### src/rtl/station_id_pkg.sv
package station_id_pkg;

  typedef enum logic [1:0] {
    SQ_IDLE,
    SQ_ISSUE,
    SQ_DRAIN,
    SQ_LOCKED
  } seq_state_t;

endpackage

### src/rtl/sid_seq.sv
module sid_seq
  import station_id_pkg::*;
#(
  parameter int NUM_BYTES = 8,
  parameter int ADDR_LSB  = 4,
  parameter int IDX_W     = $clog2(NUM_BYTES),
  parameter int AW        = IDX_W + ADDR_LSB
) (
  input  logic             clk,
  input  logic             rst_n,
  input  logic             start,
  input  logic             fin_strobe,
  input  logic             fin_pass,
  output logic             clear,
  output logic             prom_rd,
  output logic [AW-1:0]    prom_addr,
  output logic             cap_vld,
  output logic             cap_last,
  output logic [IDX_W-1:0] cap_idx
);

  localparam logic [IDX_W-1:0] LAST_IDX = IDX_W'(NUM_BYTES - 1);

  seq_state_t       state;
  logic [IDX_W-1:0] idx;

  assign clear     = (state == SQ_IDLE) && start;
  assign prom_rd   = (state == SQ_ISSUE);
  assign prom_addr = {idx, {ADDR_LSB{1'b0}}};

  always_ff @(posedge clk or negedge rst_n) begin
    if (!rst_n) begin
      state    <= SQ_IDLE;
      idx      <= '0;
      cap_vld  <= 1'b0;
      cap_last <= 1'b0;
      cap_idx  <= '0;
    end else begin
      cap_vld  <= prom_rd;
      cap_last <= prom_rd && (idx == LAST_IDX);
      cap_idx  <= idx;
      case (state)
        SQ_IDLE: begin
          if (start) begin
            state <= SQ_ISSUE;
            idx   <= '0;
          end
        end
        SQ_ISSUE: begin
          if (idx == LAST_IDX) state <= SQ_DRAIN;
          else                 idx   <= idx + 1'b1;
        end
        SQ_DRAIN: begin
          if (fin_strobe) state <= fin_pass ? SQ_LOCKED : SQ_IDLE;
        end
        default: state <= SQ_LOCKED;
      endcase
    end
  end

  // Read budget counter used only by the checks below.
  logic [IDX_W:0] rd_seen;
  always_ff @(posedge clk or negedge rst_n) begin
    if (!rst_n)       rd_seen <= '0;
    else if (clear)   rd_seen <= '0;
    else if (prom_rd) rd_seen <= rd_seen + 1'b1;
  end

  AST_READ_BUDGET: assert property (@(posedge clk) disable iff (!rst_n)
    rd_seen <= (IDX_W+1)'(NUM_BYTES));

  AST_SPARSE_STRIDE: assert property (@(posedge clk) disable iff (!rst_n)
    prom_rd |-> (prom_addr[ADDR_LSB-1:0] == '0));

  AST_ADDR_STEP: assert property (@(posedge clk) disable iff (!rst_n)
    prom_rd && $past(prom_rd) |->
      prom_addr == $past(prom_addr) + AW'(1 << ADDR_LSB));

endmodule

### src/rtl/sid_accum.sv
module sid_accum #(
  parameter int DATA_W     = 8,
  parameter int ADDR_BYTES = 6,
  parameter int IDX_W      = 3,
  parameter int MAC_W      = ADDR_BYTES * DATA_W
) (
  input  logic              clk,
  input  logic              rst_n,
  input  logic              clear,
  input  logic              cap_vld,
  input  logic [IDX_W-1:0]  cap_idx,
  input  logic [DATA_W-1:0] prom_data,
  output logic [MAC_W-1:0]  fin_mac,
  output logic [DATA_W-1:0] fin_chk
);

  localparam logic [IDX_W:0] KEEP_N = (IDX_W+1)'(ADDR_BYTES);

  logic [DATA_W-1:0] flipped;
  logic [DATA_W-1:0] chk_acc;
  logic [MAC_W-1:0]  mac_sh;

  for (genvar g = 0; g < DATA_W; g++) begin : g_flip
    assign flipped[g] = prom_data[DATA_W-1-g];
  end

  always_ff @(posedge clk or negedge rst_n) begin
    if (!rst_n) begin
      chk_acc <= '0;
      mac_sh  <= '0;
    end else if (clear) begin
      chk_acc <= '0;
      mac_sh  <= '0;
    end else if (cap_vld) begin
      chk_acc <= chk_acc ^ flipped;
      if ({1'b0, cap_idx} < KEEP_N)
        mac_sh <= {mac_sh[MAC_W-DATA_W-1:0], flipped};
    end
  end

  assign fin_mac = mac_sh;
  assign fin_chk = chk_acc ^ flipped;

endmodule

### src/rtl/sid_result.sv
module sid_result #(
  parameter int DATA_W      = 8,
  parameter int MAC_W       = 48,
  parameter int CHECK_VALUE = 255
) (
  input  logic              clk,
  input  logic              rst_n,
  input  logic              clear,
  input  logic              fin_strobe,
  input  logic [MAC_W-1:0]  fin_mac,
  input  logic [DATA_W-1:0] fin_chk,
  output logic              fin_pass,
  output logic [MAC_W-1:0]  mac_addr,
  output logic              done,
  output logic              id_valid
);

  localparam logic [DATA_W-1:0] GOOD_SUM = DATA_W'(CHECK_VALUE);

  assign fin_pass = (fin_chk == GOOD_SUM);

  always_ff @(posedge clk or negedge rst_n) begin
    if (!rst_n) begin
      done     <= 1'b0;
      id_valid <= 1'b0;
      mac_addr <= '0;
    end else begin
      done <= fin_strobe;
      if (clear) begin
        id_valid <= 1'b0;
        mac_addr <= '0;
      end else if (fin_strobe) begin
        id_valid <= fin_pass;
        mac_addr <= fin_pass ? fin_mac : '0;
      end
    end
  end

  AST_DONE_PULSE: assert property (@(posedge clk) disable iff (!rst_n)
    done |=> !done);

  AST_FAIL_ZERO: assert property (@(posedge clk) disable iff (!rst_n)
    !id_valid |-> (mac_addr == '0));

  AST_LOCK_HOLD: assert property (@(posedge clk) disable iff (!rst_n)
    id_valid |=> id_valid && $stable(mac_addr));

endmodule

### src/rtl/station_id_loader.sv
module station_id_loader #(
  parameter int NUM_BYTES   = 8,
  parameter int ADDR_BYTES  = 6,
  parameter int DATA_W      = 8,
  parameter int STRIDE_LOG2 = 4,
  parameter int CHECK_VALUE = 255
) (
  input  logic                                    clk,
  input  logic                                    rst_n,
  input  logic                                    start,
  output logic                                    prom_rd,
  output logic [$clog2(NUM_BYTES)+STRIDE_LOG2-1:0] prom_addr,
  input  logic [DATA_W-1:0]                       prom_data,
  output logic [ADDR_BYTES*DATA_W-1:0]            mac_addr,
  output logic                                    done,
  output logic                                    id_valid
);

  localparam int IDX_W = $clog2(NUM_BYTES);
  localparam int AW    = IDX_W + STRIDE_LOG2;
  localparam int MAC_W = ADDR_BYTES * DATA_W;

  logic              clear;
  logic              cap_vld;
  logic              cap_last;
  logic [IDX_W-1:0]  cap_idx;
  logic [MAC_W-1:0]  fin_mac;
  logic [DATA_W-1:0] fin_chk;
  logic              fin_pass;
  logic              fin_strobe;

  assign fin_strobe = cap_vld && cap_last;

  sid_seq #(
    .NUM_BYTES (NUM_BYTES),
    .ADDR_LSB  (STRIDE_LOG2),
    .IDX_W     (IDX_W),
    .AW        (AW)
  ) u_seq (
    .clk        (clk),
    .rst_n      (rst_n),
    .start      (start),
    .fin_strobe (fin_strobe),
    .fin_pass   (fin_pass),
    .clear      (clear),
    .prom_rd    (prom_rd),
    .prom_addr  (prom_addr),
    .cap_vld    (cap_vld),
    .cap_last   (cap_last),
    .cap_idx    (cap_idx)
  );

  sid_accum #(
    .DATA_W     (DATA_W),
    .ADDR_BYTES (ADDR_BYTES),
    .IDX_W      (IDX_W),
    .MAC_W      (MAC_W)
  ) u_accum (
    .clk       (clk),
    .rst_n     (rst_n),
    .clear     (clear),
    .cap_vld   (cap_vld),
    .cap_idx   (cap_idx),
    .prom_data (prom_data),
    .fin_mac   (fin_mac),
    .fin_chk   (fin_chk)
  );

  sid_result #(
    .DATA_W      (DATA_W),
    .MAC_W       (MAC_W),
    .CHECK_VALUE (CHECK_VALUE)
  ) u_result (
    .clk        (clk),
    .rst_n      (rst_n),
    .clear      (clear),
    .fin_strobe (fin_strobe),
    .fin_mac    (fin_mac),
    .fin_chk    (fin_chk),
    .fin_pass   (fin_pass),
    .mac_addr   (mac_addr),
    .done       (done),
    .id_valid   (id_valid)
  );

  AST_RESULT_WITH_DONE: assert property (@(posedge clk) disable iff (!rst_n)
    !$past(fin_strobe) |-> $stable(id_valid) || $fell(id_valid));

endmodule

### config.mk
export PLATFORM = sky130hd
export DESIGN_NAME = station_id_loader
export DESIGN_NICKNAME = d
export VERILOG_FILES = /design/src/rtl/station_id_pkg.sv /design/src/rtl/sid_seq.sv /design/src/rtl/sid_accum.sv /design/src/rtl/sid_result.sv /design/src/rtl/station_id_loader.sv
export SDC_FILE = /design/constraint.sdc
export NUM_CORES = 1
export LEC_CHECK = 0
export BUFFER_PORTS_ARGS = -buffer_cell sky130_fd_sc_hd__buf_2
export CAP_MARGIN = 20
export CORE_ASPECT_RATIO = 0.5
export CORE_MARGIN = 2
export CORE_UTILIZATION = 33
export DETAILED_ROUTE_END_ITERATION = 6
export GPL_ROUTABILITY_DRIVEN = 0
export GPL_TIMING_DRIVEN = 0
export HOLD_SLACK_MARGIN = 0.08
export PLACE_DENSITY = 0.6
export SLEW_MARGIN = 20
export SYNTH_ARGS = -nofsm -noshare
export SYNTH_HDL_FRONTEND = slang
export SYNTH_SLANG_ARGS = --single-unit
### constraint.sdc
create_clock -name clk -period 3.3 [get_ports clk]
set_clock_uncertainty 0.05 [all_clocks]
set_input_delay 0.66 -clock clk [delete_from_list [all_inputs] [get_ports clk]]
set_output_delay 0.66 -clock clk [all_outputs]
set_load 0.02 [all_outputs]
==> results.rst, run 1 <==
.. list-table::
   :header-rows: 1

   * - Metric
     - Value
   * - CTS tree
     - yes
   * - Crit path launch type
     - register
   * - Max H-tree Level
     - 4
   * - Share of cells above drive strength 1
     - 21.7%
   * - First-pass GRT wire length
     - 16.4 mm
   * - Fin nets
     - 500
   * - Number of library cell types mapped by synthesis
     - 25
   * - GR Util All Layers
     - 14.6%
   * - Share of the yosys chip area belonging to registers
     - 64.4%
   * - Cell Rows
     - 29
   * - Hold Fails Final Rpt
     - 0
   * - Total Negative Setup Slacks
     - 0 ps
   * - Leading post-synthesis cells by cell area
     - dfrtp_1 (64%), a22o_1 (9.8%), nand2_1 (9.1%), a21oi_1 (5.6%), xnor2_1 (1.6%)
   * - FFs w/ async S/R, synth
     - 100%
   * - Num CTS Buffers
     - 17
   * - Pin count of the biggest net entering global routing
     - 81
   * - Layout Cells excl Fill
     - 667
   * - DRT iter0 DRCs
     - 149
   * - TritonCTS sink count
     - 115
   * - Post-DP HPWL
     - 6.80 mm
   * - Mean number of vias per cell
     - 4.72
   * - Status
     - completed
   * - Total of hold buffers inserted after clock tree synthesis
     - 0
   * - Maximum clock frequency
     - 0.506 GHz
   * - Top post-synthesis cells by count
     - dfrtp_1 (115), nand2_1 (108), a21oi_1 (50), a22o_1 (50), clkbuf_1 (16)
   * - Post-CTS Setup Inserts
     - 0
   * - Finish-stage setup viols
     - 0
   * - Final slew viol count
     - 0
   * - Combinational fraction of design power
     - 2.6%
   * - Crit path time final
     - 1980 ps
   * - Smallest setup slack after layout
     - 1320 ps
   * - Total of flip-flops plus latches after synthesis
     - 115
   * - Post-cts gate resize count
     - 0
   * - Residual overflow from global routing
     - 0
   * - Yosys top cell by area
     - dfrtp_1
   * - Total leakage power
     - 2.84 nW
   * - Routed Antenna Nets
     - 0
   * - Worst setup path class
     - register to register
   * - Internal power contribution
     - 2.68 mW
   * - DIE WIDTH
     - 169 um
   * - Sequential Area
     - 2880 sq um
   * - Antenna Diode Count
     - 0
   * - Place WS
     - 1040 ps
   * - Most repeated cell in the gate-level netlist after synthesis
     - dfrtp_1
   * - Clock Tree Buf Depth
     - 2
   * - Total of fill cells in the finished design
     - 1209
   * - WP data arrival
     - 2270 ps
   * - Standard cell area after detailed placement
     - 5050 sq um
   * - Clock network latency to the later pin of the worst-skew pair
     - 410 ps
   * - Overall die area
     - 14600 sq um
   * - Area of the core
     - 13000 sq um
   * - Worst Hold Margin
     - 89.2 ps
   * - P_sw
     - 673 uW
   * - Tightest Pin Transition
     - 565 ps
   * - Sw Ratio
     - 20.0%
   * - # DRC
     - 0
   * - Data required time at the worst endpoint
     - 3590 ps
   * - # IOs
     - 69
   * - Via total after detailed routing
     - 3145
   * - Period utilisation layout
     - 59.9%
   * - Gate count after technology mapping
     - 400
   * - Area taken by multi-input logic gates
     - 1420 sq um
   * - Average detailed-routed wire length per instance
     - 14.8 um
   * - RSZ-0062 raised after global routing
     - no
   * - Inst Count DP
     - 638
   * - Clock-pin slew of the registers on the worst-case setup and hold paths
     - 50 ps
   * - Class of the tightest hold or removal check
     - input pin to asynchronous set/reset pin
   * - Synth-to-layout area growth
     - 25.7%
   * - Endpoint class of the critical path
     - register
   * - Remaining max-slew budget at the tightest pin
     - 62.4%
   * - Yosys warnings
     - 0
   * - Height of the die
     - 86.3 um
   * - Most instantiated flip-flop cell in the synthesis netlist
     - dfrtp_1
   * - Number of synthesized flops with an enable pin
     - 0
   * - Initial Utilization
     - 34.5%
   * - Number of antenna violations at the first check in global routing
     - 0
   * - CTS root buffer
     - clkbuf_16
   * - Peak VDD IR
     - 0.299 mV
   * - Depth of the worst register-to-register path
     - 6
   * - Design Area, Final
     - 5620 sq um
   * - IO Port Bufs
     - 64
   * - Total Routed Length
     - 9.88 mm
   * - Mapped Area
     - 4470 sq um
   * - Part of the power in the clock network
     - 53.6%
   * - Pre-Repair DR Iteration Count
     - 4
   * - Max-cap violations
     - 0
   * - Top-area cell type share of the netlist area
     - 64.4%
   * - Via count of the first global-routing pass
     - 3188
   * - Power Dens Cells
     - 597 nW/um^2
   * - Maximum fanout count along the critical path
     - 10
   * - Post-Synthesis Mean Instance Area
     - 11.2 sq um
   * - Sequential power share
     - 43.8%
==> power groups by stage <==
stage,sequential [mW],clock (mW),combinational (mW)
6_report,1.47,1.80,0.0856
5_1_grt,1.47,1.88,0.0999
4_1_cts,1.47,1.83,0.0880
3_5_place_dp,1.49,0,0.0874
3_3_place_gp,1.49,0,0.0815
2_1_floorplan,1.48,0,0.0412
==> path summary, 6_finish.rpt <==
path | end | slack, ps | startpoint
worst max-delay path | u_result.mac_addr[39] | 1320 | u_seq.cap_last
min in group clk | u_seq.cap_idx[1] | 380 | u_seq.idx[1]
max in group asynchronous | u_result.mac_addr[20] | 2430 | rst_n
worst max register to register | u_result.mac_addr[39] | 1320 | u_seq.cap_last
worst min register to register | u_seq.cap_idx[1] | 380 | u_seq.idx[1]
worst min-delay path | u_seq.state[1] | 90 | rst_n
==> flip-flops by register name, summed over array words and instances (netlist names) <==
name               cells
u_seq.cap_idx          2
u_seq.state            2
u_accum.fin_mac       48
u_seq.cap_vld          1
u_accum.chk_acc        8
u_result.id_valid      1
u_result.mac_addr     48
u_seq.idx              3
u_seq.cap_last         1
u_result.done          1
==> stage by stage <==
stage / util (%) / power (mW)
2_1_floorplan: - / 1.53
3_3_place_gp: 38.7 / 1.58
3_5_place_dp: 39.0 / 1.58
4_1_cts: 43.4 / 3.39
5_1_grt: 43.4 / 3.46
6_report: 43.4 / 3.36
==> final cells by class <==
type | count | share of cell area [%]
sequential | 115 | 51.2
multi-input combinational | 254 | 25.3
clock buffer | 23 | 8.32
timing repair buffer | 65 | 6.30
tap | 170 | 3.78
buffer | 33 | 3.18
clock inverter | 6 | 1.87
inverter | 1 | 0.0668
==> kinds of logic after synthesis <==
kind of cell | Yosys count | synth area share (%)
AO/OA/AOI/OAI | 103 | 15.8
flip-flops | 115 | 64.4
other | 1 | 0.0839
AND/OR/NAND/NOR | 128 | 11.7
adder cells (fa/ha/maj) | 2 | 0.560
multiplexers | 1 | 0.252
buffers and inverters | 34 | 4.08
XOR/XNOR | 16 | 3.13
==> per-layer routing <==
| metal | up-vias | track usage, % | wire (um) |
|---|---|---|---|
| li1 | 1528 | - | - |
| met1 | 1541 | 19.3 | 4770 |
| met2 | 60 | 22.0 | 4370 |
| met3 | 16 | 4.34 | 531 |
| met4 | 0 | 7.76 | 208 |
| met5 | - | 0 | 0 |
==> worst max-delay path: stages (launching register included) <==
cell      delay [ps]
dfrtp_1          350
and2_1           140
clkbuf_1         160
nor2_1           290
buf_2            290
clkbuf_1         400
a22o_1           220
==> cell usage in the layout, fill, tap and decap left out, drive strengths merged, types with 2 or more instances in the layout <==
cell type,synthesis,final
buf,17,82
nor2,11,11
ha,2,2
bufinv,0,3
a22o,50,50
dfrtp,115,115
conb,1,4
nand2,108,108
xnor2,8,8
xor2,8,8
clkinv,0,3
a21oi,50,50
and2,3,3
clkbuf,16,39
nor4,2,2
(Power assumes the default switching activity.)
==> inputs of run 2 (changes only) <==
- PLACE_DENSITY: 0.6 -> 0.62
- clock period: 3.3 -> 1.75 ns (I/O delays scaled with it)
==> results.rst, run 2 (same netlist as run 1, synthesis figures left out) <==
.. list-table::
   :header-rows: 1

   * - Metric
     - Value
   * - Endpoint class of the critical path
     - register
   * - Crit path time final
     - 1790 ps
   * - P_sw
     - 1.30 mW
   * - Clock network latency to the later pin of the worst-skew pair
     - 400 ps
   * - Pin count of the biggest net entering global routing
     - 79
   * - Part of the power in the clock network
     - 54.2%
   * - Height of the die
     - 86.3 um
   * - Leading cell type in the layout, fill and taps excluded
     - dfrtp_1
   * - Sequential power share
     - 43.3%
   * - Residual overflow from global routing
     - 0
   * - RSZ-0062 raised after global routing
     - yes
   * - Average detailed-routed wire length per instance
     - 14.7 um
   * - Mean number of vias per cell
     - 4.72
   * - Total Routed Length
     - 9.97 mm
   * - Max H-tree Level
     - 4
   * - Layout Cells excl Fill
     - 680
   * - TritonCTS sink count
     - 115
   * - Sum of internal, switching and leakage power
     - 6.41 mW
   * - Commonest non-fill, non-tap cells in the layout
     - dfrtp_1 (114), nand2_1 (108), buf_2 (68)
   * - Cell Rows
     - 29
   * - Clock-pin slew of the registers on the worst-case setup and hold paths
     - 50 ps
   * - CTS root buffer
     - clkbuf_16
   * - DRT iter0 DRCs
     - 159
   * - Pre-Repair DR Iteration Count
     - 4
   * - # IOs
     - 69
   * - Area of the core
     - 13000 sq um
   * - Area taken by multi-input logic gates
     - 1440 sq um
   * - CTS tree
     - yes
   * - Final slew viol count
     - 0
   * - Power Dens Cells
     - 1100 nW/um^2
   * - Top delay family on crit path
     - simple AND/OR/NAND/NOR gates
   * - Status
     - finished with violations
   * - Failing checks
     - setup timing
   * - Cell with the largest stage delay on the worst path
     - dfrtp_1
   * - Worst path buffer plus inverter count
     - 3
   * - Clock Tree Buf Depth
     - 2
   * - Overall die area
     - 14600 sq um
   * - Post-DP HPWL
     - 6.76 mm
   * - Standard cell area after detailed placement
     - 5050 sq um
   * - # DRC
     - 0
   * - Crit path launch type
     - register
   * - Total leakage power
     - 2.96 nW
   * - Initial Utilization
     - 34.5%
   * - Smallest setup slack after layout
     - -38.3 ps
   * - Place WS
     - -222 ps
   * - Hold Fails Final Rpt
     - 0
   * - GR Util All Layers
     - 14.7%
   * - Antenna Diode Count
     - 0
   * - Peak VDD IR
     - 0.872 mV
   * - Inst Count DP
     - 638
   * - Sw Ratio
     - 20.2%
   * - Fin nets
     - 510
   * - Class of the tightest hold or removal check
     - input pin to register
   * - Final Core Density
     - 44.9%
   * - First-pass GRT wire length
     - 16.4 mm
   * - Combinational fraction of design power
     - 2.6%
   * - DIE WIDTH
     - 169 um
   * - IO Port Bufs
     - 64
   * - Maximum single-stage delay on the critical path
     - 400 ps
   * - Remaining max-slew budget at the tightest pin
     - 66.2%
   * - Finish-stage setup viols
     - 19
   * - Sequential Area
     - 2880 sq um
   * - Setup slack on the worst flop-to-flop path
     - -40 ps
   * - Cell Chain, Critical Path
     - xnor2_1 > nor4_2 > and4b_1 > buf_6 > buf_8 > clkbuf_16 > a22o_1
   * - Num CTS Buffers
     - 17
   * - Tightest Pin Transition
     - 508 ps
   * - Synth-to-layout area growth
     - 30.0%
   * - Data required time at the worst endpoint
     - 2040 ps
   * - Internal power contribution
     - 5.11 mW
   * - Max-cap violations
     - 0
   * - Maximum fanout count along the critical path
     - 5
   * - Number of antenna violations at the first check in global routing
     - 1
   * - Period utilisation layout
     - 102%
   * - Via count of the first global-routing pass
     - 3223
   * - Share of cells above drive strength 1
     - 27.1%
   * - WP data arrival
     - 2080 ps
   * - Design Area, Final
     - 5810 sq um
   * - Routed Antenna Nets
     - 0
   * - Worst setup path class
     - register to register
   * - Maximum clock frequency
     - 0.559 GHz
   * - Via total after detailed routing
     - 3209
   * - Total of fill cells in the finished design
     - 1192
## run 2: cell count changes in the layout (fill, tap and decap cells not counted), sizes merged
cell	previous run	this run
buf	82	89
clkinv	3	7
clkinvlp	0	1
dlygate4sd3	0	1
## run 2: worst register-to-register path, cell delays in order (launching register included)
cell and delay (ps):
dfrtp_1 400, xnor2_1 150, nor4_2 340, and4b_1 290, buf_6 130, buf_8 120
clkbuf_16 140, a22o_1 110
## run 2: final cells by class
class	instances	share of cell area (%)
inverters	1	0.0646
flip-flops and latches	115	49.5
clock buffers	21	8.09
well taps	170	3.66
plain buffers	33	3.62
clock inverters	11	2.28
multi-input cells	254	24.8
repair buffers	75	7.99
## run 2: stage by stage
stage	TNS, ps	hold slack, ps
finish	-493	157
global route	-3540	161
CTS	-59.9	148
detailed placement	-10710	227
global placement	-135110	367
floorplan	0	4.41
## run 2: power groups by stage
stage	logic (mW)	clock network (mW)	registers, mW
2_1_floorplan	0.0777	0	2.80
3_3_place_gp	0.153	0	2.82
3_5_place_dp	0.165	0	2.82
4_1_cts	0.170	3.52	2.77
5_1_grt	0.192	3.67	2.78
6_report	0.166	3.47	2.77
## run 2: final timing paths
kind | startpoint | endpoint | depth (start not counted)
worst max-delay path | u_accum.chk_acc[3] | u_result.mac_addr[37] | 7
worst min-delay path | prom_data[4] | u_accum.fin_mac[3] | 3
worst max register to register | u_accum.chk_acc[3] | u_result.mac_addr[37] | 7
worst min register to register | u_seq.idx[1] | u_seq.cap_idx[1] | 0
max in group asynchronous | rst_n | u_result.mac_addr[20] | 3
min in group asynchronous | rst_n | u_seq.idx[0] | 2
## run 2: repair_timing
action                                  4_1_cts  5_1_grt
pin swaps                                     4        3
gates cloned                                  0        1
resized for setup                            12       17
hold buffers                                  1        0
endpoints found under the setup margin       72       81
endpoints found under the hold margin        37        0
buffers inserted                              5        3
## run 2: per-layer routing
| layer | global-route usage [%] | vias up | part of all wire [%] |
|---|---|---|---|
| li1 | - | 1558 | - |
| met1 | 18.9 | 1588 | 48 |
| met2 | 22.3 | 51 | 46 |
| met3 | 5.53 | 10 | 5.5 |
| met4 | 6.97 | 2 | 0.80 |
| met5 | 0 | - | 0.11 |
==> inputs of run 3 (changes only) <==
- CELL_PAD_IN_SITES_DETAIL_PLACEMENT: unset -> 2
- CELL_PAD_IN_SITES_GLOBAL_PLACEMENT: unset -> 2
- PLACE_DENSITY: 0.62 -> 0.84
==> results.rst, run 3 (same netlist as run 1, synthesis figures left out) <==
.. list-table::
   :header-rows: 1

   * - Metric
     - Value
   * - # DRC
     - 0
   * - Smallest setup slack after layout
     - -103 ps
   * - Cell with the largest stage delay on the worst path
     - dfrtp_1
   * - Power Dens Cells
     - 1140 nW/um^2
   * - Tightest Pin Transition
     - 591 ps
   * - Max-cap violations
     - 0
   * - CTS tree
     - yes
   * - Finish-stage setup viols
     - 22
   * - Via total after detailed routing
     - 3671
   * - RSZ-0062 raised after global routing
     - yes
   * - Clock network latency to the later pin of the worst-skew pair
     - 420 ps
   * - Crit path time final
     - 1850 ps
   * - Height of the die
     - 86.3 um
   * - Share of cells above drive strength 1
     - 29.1%
   * - WP data arrival
     - 2110 ps
   * - DIE WIDTH
     - 169 um
   * - Total Routed Length
     - 18.3 mm
   * - CTS root buffer
     - clkbuf_16
   * - Remaining max-slew budget at the tightest pin
     - 60.6%
   * - Sequential power share
     - 41.4%
   * - Class of the tightest hold or removal check
     - input pin to register
   * - Maximum clock frequency
     - 0.540 GHz
   * - Num CTS Buffers
     - 17
   * - Sw Ratio
     - 23.4%
   * - Cell seen most often among critical-path stages
     - clkbuf_4
   * - Pin count of the biggest net entering global routing
     - 60
   * - GR Util All Layers
     - 23.6%
   * - Initial Utilization
     - 34.5%
   * - Commonest non-fill, non-tap cells in the layout
     - dfrtp_1 (114), nand2_1 (108), buf_2 (66)
   * - Failing checks
     - setup timing
   * - TritonCTS sink count
     - 115
   * - Average detailed-routed wire length per instance
     - 26.6 um
   * - Hold-critical path depth
     - 3
   * - Overall die area
     - 14600 sq um
   * - Cell Chain, Critical Path
     - clkbuf_4 > nand2_1 > clkbuf_4 > clkbuf_4 > nand2_1 > a21oi_1
   * - Period utilisation layout
     - 106%
   * - Max H-tree Level
     - 4
   * - Clock-pin slew of the registers on the worst-case setup and hold paths
     - 60 ps
   * - First-pass GRT wire length
     - 25.2 mm
   * - Post-DP HPWL
     - 8.85 mm
   * - Maximum single-stage delay on the critical path
     - 370 ps
   * - Depth of the worst register-to-register path
     - 6
   * - Synth-to-layout area growth
     - 32.1%
   * - Data required time at the worst endpoint
     - 2010 ps
   * - Standard cell area after detailed placement
     - 5050 sq um
   * - Antenna Diode Count
     - 0
   * - Hold Fails Final Rpt
     - 0
   * - IO Port Bufs
     - 64
   * - Combinational fraction of design power
     - 3.0%
   * - Fin nets
     - 516
   * - Residual overflow from global routing
     - 0
   * - Routed Antenna Nets
     - 0
   * - Status
     - finished with violations
   * - Part of the power in the clock network
     - 55.6%
   * - Peak VDD IR
     - 0.437 mV
   * - Internal power contribution
     - 5.15 mW
   * - # IOs
     - 69
   * - Final slew viol count
     - 0
   * - Mean number of vias per cell
     - 5.35
   * - Total leakage power
     - 3.02 nW
   * - Worst Hold Margin
     - 166 ps
   * - Place WS
     - -371 ps
   * - Maximum fanout count along the critical path
     - 10
   * - Number of antenna violations at the first check in global routing
     - 0
   * - Design Area, Final
     - 5910 sq um
   * - Worst setup path class
     - register to register
   * - Cell Rows
     - 29
   * - Area of the core
     - 13000 sq um
   * - Via count of the first global-routing pass
     - 4128
   * - Leading cell type in the layout, fill and taps excluded
     - dfrtp_1
   * - Endpoint class of the critical path
     - register
   * - Clock Tree Buf Depth
     - 2
   * - DRT iter0 DRCs
     - 276
   * - Crit path launch type
     - register
   * - P_sw
     - 1.58 mW
   * - Pre-Repair DR Iteration Count
     - 4
==> run 3: cell types whose count changed in the layout (fill, tap and decap cells not counted), sizes merged <==
| cell | delta |
|---|---|
| buf | +9 |
| clkbuf | -3 |
| clkinv | -2 |
| bufinv | +1 |
| clkinvlp | +1 |
==> run 3: through the flow <==
stage / setup TNS [ps] / cells / utilization (%) / power [mW]
global placement: -144890 / 637 / 38.7 / 2.97
CTS: -1330 / 676 / 44.5 / 6.70
global route: -4480 / 686 / 45.6 / 6.92
floorplan: 0 / 403 / - / 2.88
finish: -1000 / 686 / 45.6 / 6.73
detailed placement: -15290 / 638 / 39.0 / 3.00
==> run 3: power by group through the flow <==
| stage | clock network, mW | registers (mW) | logic, mW |
|---|---|---|---|
| after global routing | 3.90 | 2.79 | 0.229 |
| after CTS | 3.73 | 2.78 | 0.194 |
| after detailed placement | 0 | 2.82 | 0.175 |
| after floorplan | 0 | 2.80 | 0.0777 |
| final | 3.74 | 2.79 | 0.204 |
| after global placement | 0 | 2.82 | 0.155 |
==> run 3: final cells by class <==
cell class,count,area (sq um)
clock buffers,21,440
fillers,1295,7040
plain buffers,31,226
clock inverters,11,160
multi-input cells,254,1470
inverters,1,3.75
flip-flops and latches,115,2880
repair buffers,83,513
well taps,170,213
==> run 3: timing repair <==
item / 4_1_cts / 5_1_grt
gates cloned: 0 / 1
resized for setup: 28 / 24
buffers inserted: 5 / 11
hold endpoints to repair: 58 / 0
pin swaps: 4 / 7
hold buffers: 1 / 0
setup endpoints to repair: 90 / 73
==> run 3: routing by layer <==
layer | wire, um | track usage (%)
met5 | 0 | 0
met4 | 492 | 11.0
met2 | 9170 | 42.4
met3 | 784 | 5.11
met1 | 7810 | 27.5
==> run 3: worst paths after layout <==
| check | endpoint | startpoint | slack, ps |
|---|---|---|---|
| worst max-delay path | u_accum.fin_mac[24] | u_seq.cap_vld | -100 |
| worst min-delay path | u_accum.fin_mac[6] | prom_data[1] | 170 |
| worst max register to register | u_accum.fin_mac[24] | u_seq.cap_vld | -100 |
| worst min register to register | u_seq.cap_idx[1] | u_seq.idx[1] | 400 |
| max in group asynchronous | u_accum.fin_mac[30] | rst_n | 500 |
| min in group asynchronous | u_accum.chk_acc[0] | rst_n | 450 |
==> run 3: critical path: cells and delay by family, from the launching register on <==
family,cells,cell delay [ps]
buf+inv,3,700
compound gates,1,300
simple gates,2,300
flops,1,370
